## src/rtl/lsc_pkg.sv

```systemverilog
package lsc_pkg;
  localparam int unsigned GRP_W = 3;
  localparam int unsigned CHN_W = 5;

  typedef struct packed {
    logic             valid;
    logic [GRP_W-1:0] group;
    logic [CHN_W-1:0] chan;
  } fault_evt_t;
endpackage

```

## src/rtl/lsc_settle_timer.sv

```systemverilog
module lsc_settle_timer #(
  parameter int unsigned SETTLE_CYCLES = 16
) (
  input  logic clk,
  input  logic rst,
  output logic armed
);
  localparam int unsigned CNT_W = (SETTLE_CYCLES < 2) ? 1 : $clog2(SETTLE_CYCLES + 1);

  generate
    if (SETTLE_CYCLES == 0) begin : g_no_wait
      assign armed = 1'b1;
    end else begin : g_wait
      logic [CNT_W-1:0] cnt;
      logic             armed_q;
      always_ff @(posedge clk) begin
        if (rst) begin
          cnt     <= '0;
          armed_q <= 1'b0;
        end else if (!armed_q) begin
          cnt <= cnt + 1'b1;
          if (cnt == CNT_W'(SETTLE_CYCLES - 1)) armed_q <= 1'b1;
        end
      end
      assign armed = armed_q;
    end
  endgenerate
endmodule

```

## src/rtl/lsc_diff_reduce.sv

```systemverilog
module lsc_diff_reduce #(
  parameter int unsigned         W        = 64,
  parameter int unsigned         LANE_W   = 16,
  parameter logic [W-1:0]        DBG_MASK = '0,
  parameter int unsigned         ST_BIT   = 0
) (
  input  logic [W-1:0] pri,
  input  logic [W-1:0] chk,
  input  logic         selftest,
  output logic         any_diff
);
  localparam int unsigned NLANES = (W + LANE_W - 1) / LANE_W;
  localparam int unsigned PAD_W  = NLANES * LANE_W;

  logic [W-1:0]      inj;
  logic [W-1:0]      diff;
  logic [PAD_W-1:0]  diff_pad;
  logic [NLANES-1:0] lane_hit;

  always_comb begin
    inj         = '0;
    inj[ST_BIT] = selftest;
  end

  assign diff     = (pri ^ (chk ^ inj)) & ~DBG_MASK;
  assign diff_pad = PAD_W'(diff);

  generate
    for (genvar i = 0; i < NLANES; i++) begin : g_lane
      assign lane_hit[i] = |diff_pad[i*LANE_W +: LANE_W];
    end
  endgenerate

  assign any_diff = |lane_hit;
endmodule

```

## src/rtl/lsc_err_latch.sv

```systemverilog
module lsc_err_latch
  import lsc_pkg::*;
#(
  parameter int unsigned FAULT_GROUP = 2,
  parameter int unsigned FAULT_CHAN  = 2
) (
  input  logic       clk,
  input  logic       rst,
  input  logic       hit,
  input  logic       clear,
  output logic       pulse,
  output logic       sticky,
  output fault_evt_t evt
);
  always_ff @(posedge clk) begin
    if (rst) begin
      pulse  <= 1'b0;
      sticky <= 1'b0;
      evt    <= '0;
    end else begin
      pulse     <= hit;
      sticky    <= hit | (sticky & ~clear);
      evt.valid <= hit;
      evt.group <= hit ? GRP_W'(FAULT_GROUP) : '0;
      evt.chan  <= hit ? CHN_W'(FAULT_CHAN)  : '0;
    end
  end
endmodule

```

## src/rtl/lockstep_cmp.sv

```systemverilog
module lockstep_cmp
  import lsc_pkg::*;
#(
  parameter int unsigned        BUNDLE_W      = 64,
  parameter int unsigned        LANE_W        = 16,
  parameter logic [BUNDLE_W-1:0] DBG_MASK     = 64'hFF00_0000_0000_0000,
  parameter int unsigned        SELFTEST_BIT  = 0,
  parameter int unsigned        SETTLE_CYCLES = 16,
  parameter int unsigned        FAULT_GROUP   = 2,
  parameter int unsigned        FAULT_CHAN    = 2
) (
  input  logic                clk,
  input  logic                rst,
  input  logic [BUNDLE_W-1:0] pri_bundle,
  input  logic [BUNDLE_W-1:0] chk_bundle,
  input  logic                selftest,
  input  logic                err_clear,
  output logic                cmp_armed,
  output logic                cmp_err_pulse,
  output logic                cmp_err_sticky,
  output logic                nmi_req,
  output logic                fault_valid,
  output logic [2:0]          fault_group,
  output logic [4:0]          fault_chan
);
  logic       any_diff;
  logic       armed;
  fault_evt_t evt;

  lsc_settle_timer #(.SETTLE_CYCLES(SETTLE_CYCLES)) u_settle (
    .clk   (clk),
    .rst   (rst),
    .armed (armed)
  );

  lsc_diff_reduce #(
    .W(BUNDLE_W), .LANE_W(LANE_W), .DBG_MASK(DBG_MASK), .ST_BIT(SELFTEST_BIT)
  ) u_diff (
    .pri      (pri_bundle),
    .chk      (chk_bundle),
    .selftest (selftest),
    .any_diff (any_diff)
  );

  lsc_err_latch #(.FAULT_GROUP(FAULT_GROUP), .FAULT_CHAN(FAULT_CHAN)) u_latch (
    .clk    (clk),
    .rst    (rst),
    .hit    (armed & any_diff),
    .clear  (err_clear),
    .pulse  (cmp_err_pulse),
    .sticky (cmp_err_sticky),
    .evt    (evt)
  );

  assign cmp_armed   = armed;
  assign nmi_req     = cmp_err_sticky;
  assign fault_valid = evt.valid;
  assign fault_group = evt.group;
  assign fault_chan  = evt.chan;
endmodule

```

## config.mk

```make
export PLATFORM = sky130hd
export DESIGN_NAME = lockstep_cmp
export DESIGN_NICKNAME = d
export VERILOG_FILES = /design/src/rtl/lsc_pkg.sv /design/src/rtl/lsc_settle_timer.sv /design/src/rtl/lsc_diff_reduce.sv /design/src/rtl/lsc_err_latch.sv /design/src/rtl/lockstep_cmp.sv
export SDC_FILE = /design/constraint.sdc
export NUM_CORES = 1
export LEC_CHECK = 0
export ABC_AREA = 1
export BUFFER_PORTS_ARGS = -buffer_cell sky130_fd_sc_hd__buf_4
export CORE_MARGIN = 3
export CORE_UTILIZATION = 28
export DETAILED_ROUTE_END_ITERATION = 7
export GPL_TIMING_DRIVEN = 0
export PLACE_DENSITY_LB_ADDON = 0.15
export SETUP_SLACK_MARGIN = 0.3
export SLEW_MARGIN = 25
export SYNTH_ARGS = -nofsm -noshare
export SYNTH_HDL_FRONTEND = slang
export SYNTH_SLANG_ARGS = --single-unit
```

## constraint.sdc

```tcl
create_clock -name clk -period 1.3 [get_ports clk]
set_input_delay 0.195 -clock clk [delete_from_list [all_inputs] [get_ports clk]]
set_output_delay 0.195 -clock clk [all_outputs]
set_load 0.01 [all_outputs]
```

# [After elaboration in Yosys (flattened, before gate mapping)]
# Cells that the tools add are included.
[word_totals] reg_bits=16 latch_bits=0 ram_bits=0 mem_bits_ro=0 in_bits=132 wordCells=19 n_memories=0
[classes] add_sub_neg=1 n_mul=0 div_mod_pow=0 order_cmp=0 eq_ne=1 shift=0 muxes=4 bitwise_logic=6 n_reduce_logical=1
[op_table] cell="$reduce_or A56 Y1" n=1
[op_table] cell="$xor A56 B1 Y56" n=1
[op_table] cell="$xor A56 B56 Y56" n=1
[op_table] cell="$add A5 B1 Y5 const B" n=1
[op_table] cell="$eq A5 B4 Y1 const B" n=1
[op_table] cell="$mux W2" n=2
[op_table] cell="$and A1 B1 Y1" n=2
[op_table] cell="$mux W1" n=2
[op_table] cell="$not A1 Y1" n=1
[op_table] cell="$or A1 B1 Y1" n=1

# [Longest topological paths before layout]
[logic_depth] word_depth=5 ltp_mapped=12

# [By module]
# Synthesis repeated with hierarchy kept, for this count alone.
[hier_totals] hier_cells=336 area_unflattened_um2=1525.2
[modules_own_cells] module="lsc_diff_reduce" instances=1 cells_per_inst=282 area_per_inst_um2=1116.1
[modules_own_cells] module="lsc_settle_timer" instances=1 cells_per_inst=33 area_per_inst_um2=259.0
[modules_own_cells] module="lsc_err_latch" instances=1 cells_per_inst=18 area_per_inst_um2=135.1
[modules_own_cells] module="lockstep_cmp" instances=1 cells_per_inst=3 area_per_inst_um2=15.0

# [Least setup slack after synthesis]
# No wires, ideal clock.
[synth_timing] path_type="register to register" startpoint="register u_settle.g_wait.cnt[1]" endpoint="register u_settle.g_wait.cnt[4]" setup_ps=70 arrival_ps=1019 required_ps=1230 setup_slack_ps=212 stages_incl_launch_ff=6 synth_period_minus_slack_ps=1088 path_cell_list="dfxtp_1 -> ha_1 -> inv_1 -> nor3_1 -> ha_1 -> a21oi_1"
[synth_between] elab_chain_cells=1
[synth_lines] element="start: declaration" line="lsc_settle_timer.sv:14" rtl="logic [CNT_W-1:0] cnt;"
[synth_lines] element="start signal: assignment" line="lsc_settle_timer.sv:21" rtl="cnt <= cnt + 1'b1;"
[synth_lines] element="$add A5 B1 Y5" line="lsc_settle_timer.sv:21"
# Every way passes these cells.
# A chain may end at the register's enable or synchronous reset.

# [Final worst setup path]
# Ends and elaborated chain as after synthesis.

==> impl_metrics.env <==
export IMPL_status="finished clean"
export IMPL_max_vdd_ir_drop_mv=0.270
export IMPL_drt_iter0_drc=46
export IMPL_grt_max_degree=7
export IMPL_setup_viol=0
export IMPL_cts_tree="yes"
export IMPL_p_comb_frac=0.515
export IMPL_period_minus_slack_ns=1.07
export IMPL_cts_buffers_inserted=3
export IMPL_ctsHoldBuffers=0
export IMPL_gp_congestion=0.741
export IMPL_powerDensity_nw_per_um2=435
export IMPL_die_h_um=78.7
export IMPL_die_w_um=78.7
export IMPL_grt_pass1_wl_um=7070
export IMPL_syn_cell_area_um2=1480
export IMPL_total_power_mw=1.14
export IMPL_syn2layout_area_growth_pct=77.4
export IMPL_finalHoldViolCount=0
export IMPL_clock_power_share=0.253
export IMPL_end_kind="flip-flop"
export IMPL_drc=0
export IMPL_worstSkewPairLatency_ns=0.23
export IMPL_pin_count=145
export IMPL_start_util=0.302
export IMPL_drive_gt1_frac=0.332
export IMPL_rsz0062_at_grt="yes"
export IMPL_intPower_mw=0.815
export IMPL_wl_um=4230
export IMPL_antenna_left=0
export IMPL_p_seq_frac=0.232
export IMPL_final_cell_mix="123 x nand2_1, 121 x buf_4, 80 x inv_1"
export IMPL_cts_max_level=1
export IMPL_slew_viol_final=0
export IMPL_rows=25
export IMPL_layout_commonest_cell="nand2_1"
export IMPL_cp_max_fo=3
export IMPL_synth_seq_area_share=0.108
export IMPL_die_area_um2=6200
export IMPL_syn_area_per_cell_um2=4.60
export IMPL_power_leakage_nw=1.71
export IMPL_dp_hpwl_um=3880
export IMPL_cts_sinks=8
export IMPL_first_pass_iters=6
export IMPL_fin_nets=588
export IMPL_routed_via_count=2066
export IMPL_grt_overflow_total=0
export IMPL_antenna_found_initial=0
export IMPL_port_buffers=122
export IMPL_required_ns=1.46
export IMPL_cp_start_kind="flip-flop"
export IMPL_diodes=0
export IMPL_clk_pin_slew_worst_paths_ns=0.04
export IMPL_finish_utilization=0.535
export IMPL_crit_arrival_ns=1.23
export IMPL_grt_usage=0.135
export IMPL_ys_warn_count=0
export IMPL_fp_coreArea_um2=4910
export IMPL_fin_skew_ns=0.00203
export IMPL_holdCritPathClass="primary input to flip-flop"
export IMPL_synth_cell_types=14
export IMPL_net_switching_power_mw=0.330
export IMPL_ys_ff_latch=8
export IMPL_vias_per_cell=3.98
export IMPL_cts_root_buf="clkbuf_8"
export IMPL_post_drt_wl_per_cell_um=8.14
export IMPL_fin_crit_sh=0.822
export IMPL_cap_violations=0
export IMPL_finalSetupTns_ns=0
export IMPL_clock_path_buffers=2
export IMPL_synthCells=322
export IMPL_fmax_mhz=936
export IMPL_switching_share=0.288
export IMPL_path_class="flip-flop to flip-flop"
export IMPL_grt_pass1_vias=1916
-- cell families (layout without fill, tap and decap cells) --
group | after synthesis | in the layout | synth area share
AND/OR/NAND/NOR | 200 | 200 | 0.516
buffers and inverters | 91 | 216 | 0.256
XOR/XNOR | 13 | 13 | 0.0769
flip-flops | 8 | 8 | 0.108
AO/OA/AOI/OAI | 7 | 7 | 0.0236
adder cells (fa/ha/maj) | 2 | 2 | 0.0169
other | 1 | 6 | 0.00253
-- cell type report --
cell class | count | area (um^2)
inverter | 81 | 304
fill | 536 | 2280
tap | 67 | 83.8
sequential | 8 | 168
clock buffer | 3 | 41.3
timing repair buffer | 122 | 953
multi-input combinational | 228 | 998
buffer | 10 | 78.8
-- power by group through the flow --
stage	registers [mW]	logic (mW)	clock network, mW
after floorplan	0.268	0.251	0
after global placement	0.269	0.565	0
after detailed placement	0.269	0.582	0
after CTS	0.265	0.588	0.301
after global routing	0.266	0.678	0.315
final	0.265	0.589	0.290
-- worst paths after layout --
check / endpoint / cells past startpoint / slack, ns / startpoint
worst max register to register: u_settle.g_wait.cnt[4]$_SDFFE_PP0N_ / 5 / 0.23 / u_settle.g_wait.cnt[1]$_SDFFE_PP0N_
worst min register to register: u_latch.sticky$_SDFF_PP0_ / 2 / 0.49 / u_latch.sticky$_SDFF_PP0_
worst max-delay path: u_settle.g_wait.cnt[4]$_SDFFE_PP0N_ / 5 / 0.23 / u_settle.g_wait.cnt[1]$_SDFFE_PP0N_
worst min-delay path: u_settle.armed$_SDFF_PP0_ / 2 / 0.14 / rst
-- state kept, by name (all words and copies together), names as in the netlist --
name / flops
u_latch.evt: 1
u_settle.armed: 1
u_settle.g_wait.cnt: 5
u_latch.sticky: 1
-- worst max-delay path, stage by stage, from the launching register on --
cell and delay (ns):
dfxtp_4 0.36, ha_4 0.14, inv_2 0.04, nor3_2 0.11, ha_1 0.25, a21oi_1 0.11
-- cell usage after synthesis, drive strengths merged --
library cell / n / area, um^2
nand3b: 2 / 15.0
buf: 10 / 75.1
a21oi: 3 / 15.0
conb: 1 / 3.75
nand3: 2 / 10.0
ha: 2 / 25.0
o21ai: 4 / 20.0
nor2: 68 / 255
dfxtp: 8 / 160
inv: 81 / 304
nand2: 125 / 469
nor3: 3 / 15.0
xor2: 4 / 35.0
xnor2: 9 / 78.8
-- stage by stage --
stage / hold WS, ns / instance area, um^2 / std cells / worst slack, ns
6_report: 0.144 / 2630 / 519 / 0.231
5_1_grt: 0.150 / 2630 / 519 / 0.152
4_1_cts: 0.148 / 2590 / 519 / 0.217
3_5_place_dp: 0.384 / 2520 / 516 / 0.0350
3_3_place_gp: 0.386 / 2520 / 516 / 0.0468
2_1_floorplan: 0.267 / 1520 / 327 / 0.303
-- what timing repair did --
action                                  in CTS  in global routing
gates resized for setup                     10                 13
pin swaps                                   14                 11
endpoints found under the setup margin       6                 10
buffers inserted                             0                  0
-- per-layer routing --
metal | up-vias | global-route usage | wire, um
met4 | 0 | 0.0367 | 45
met1 | 825 | 0.146 | 1570
met2 | 85 | 0.261 | 2170
li1 | 1151 | - | -
met5 | - | 0 | 0
met3 | 5 | 0.0295 | 433
No activity file was read; power rests on OpenSTA's default activity.
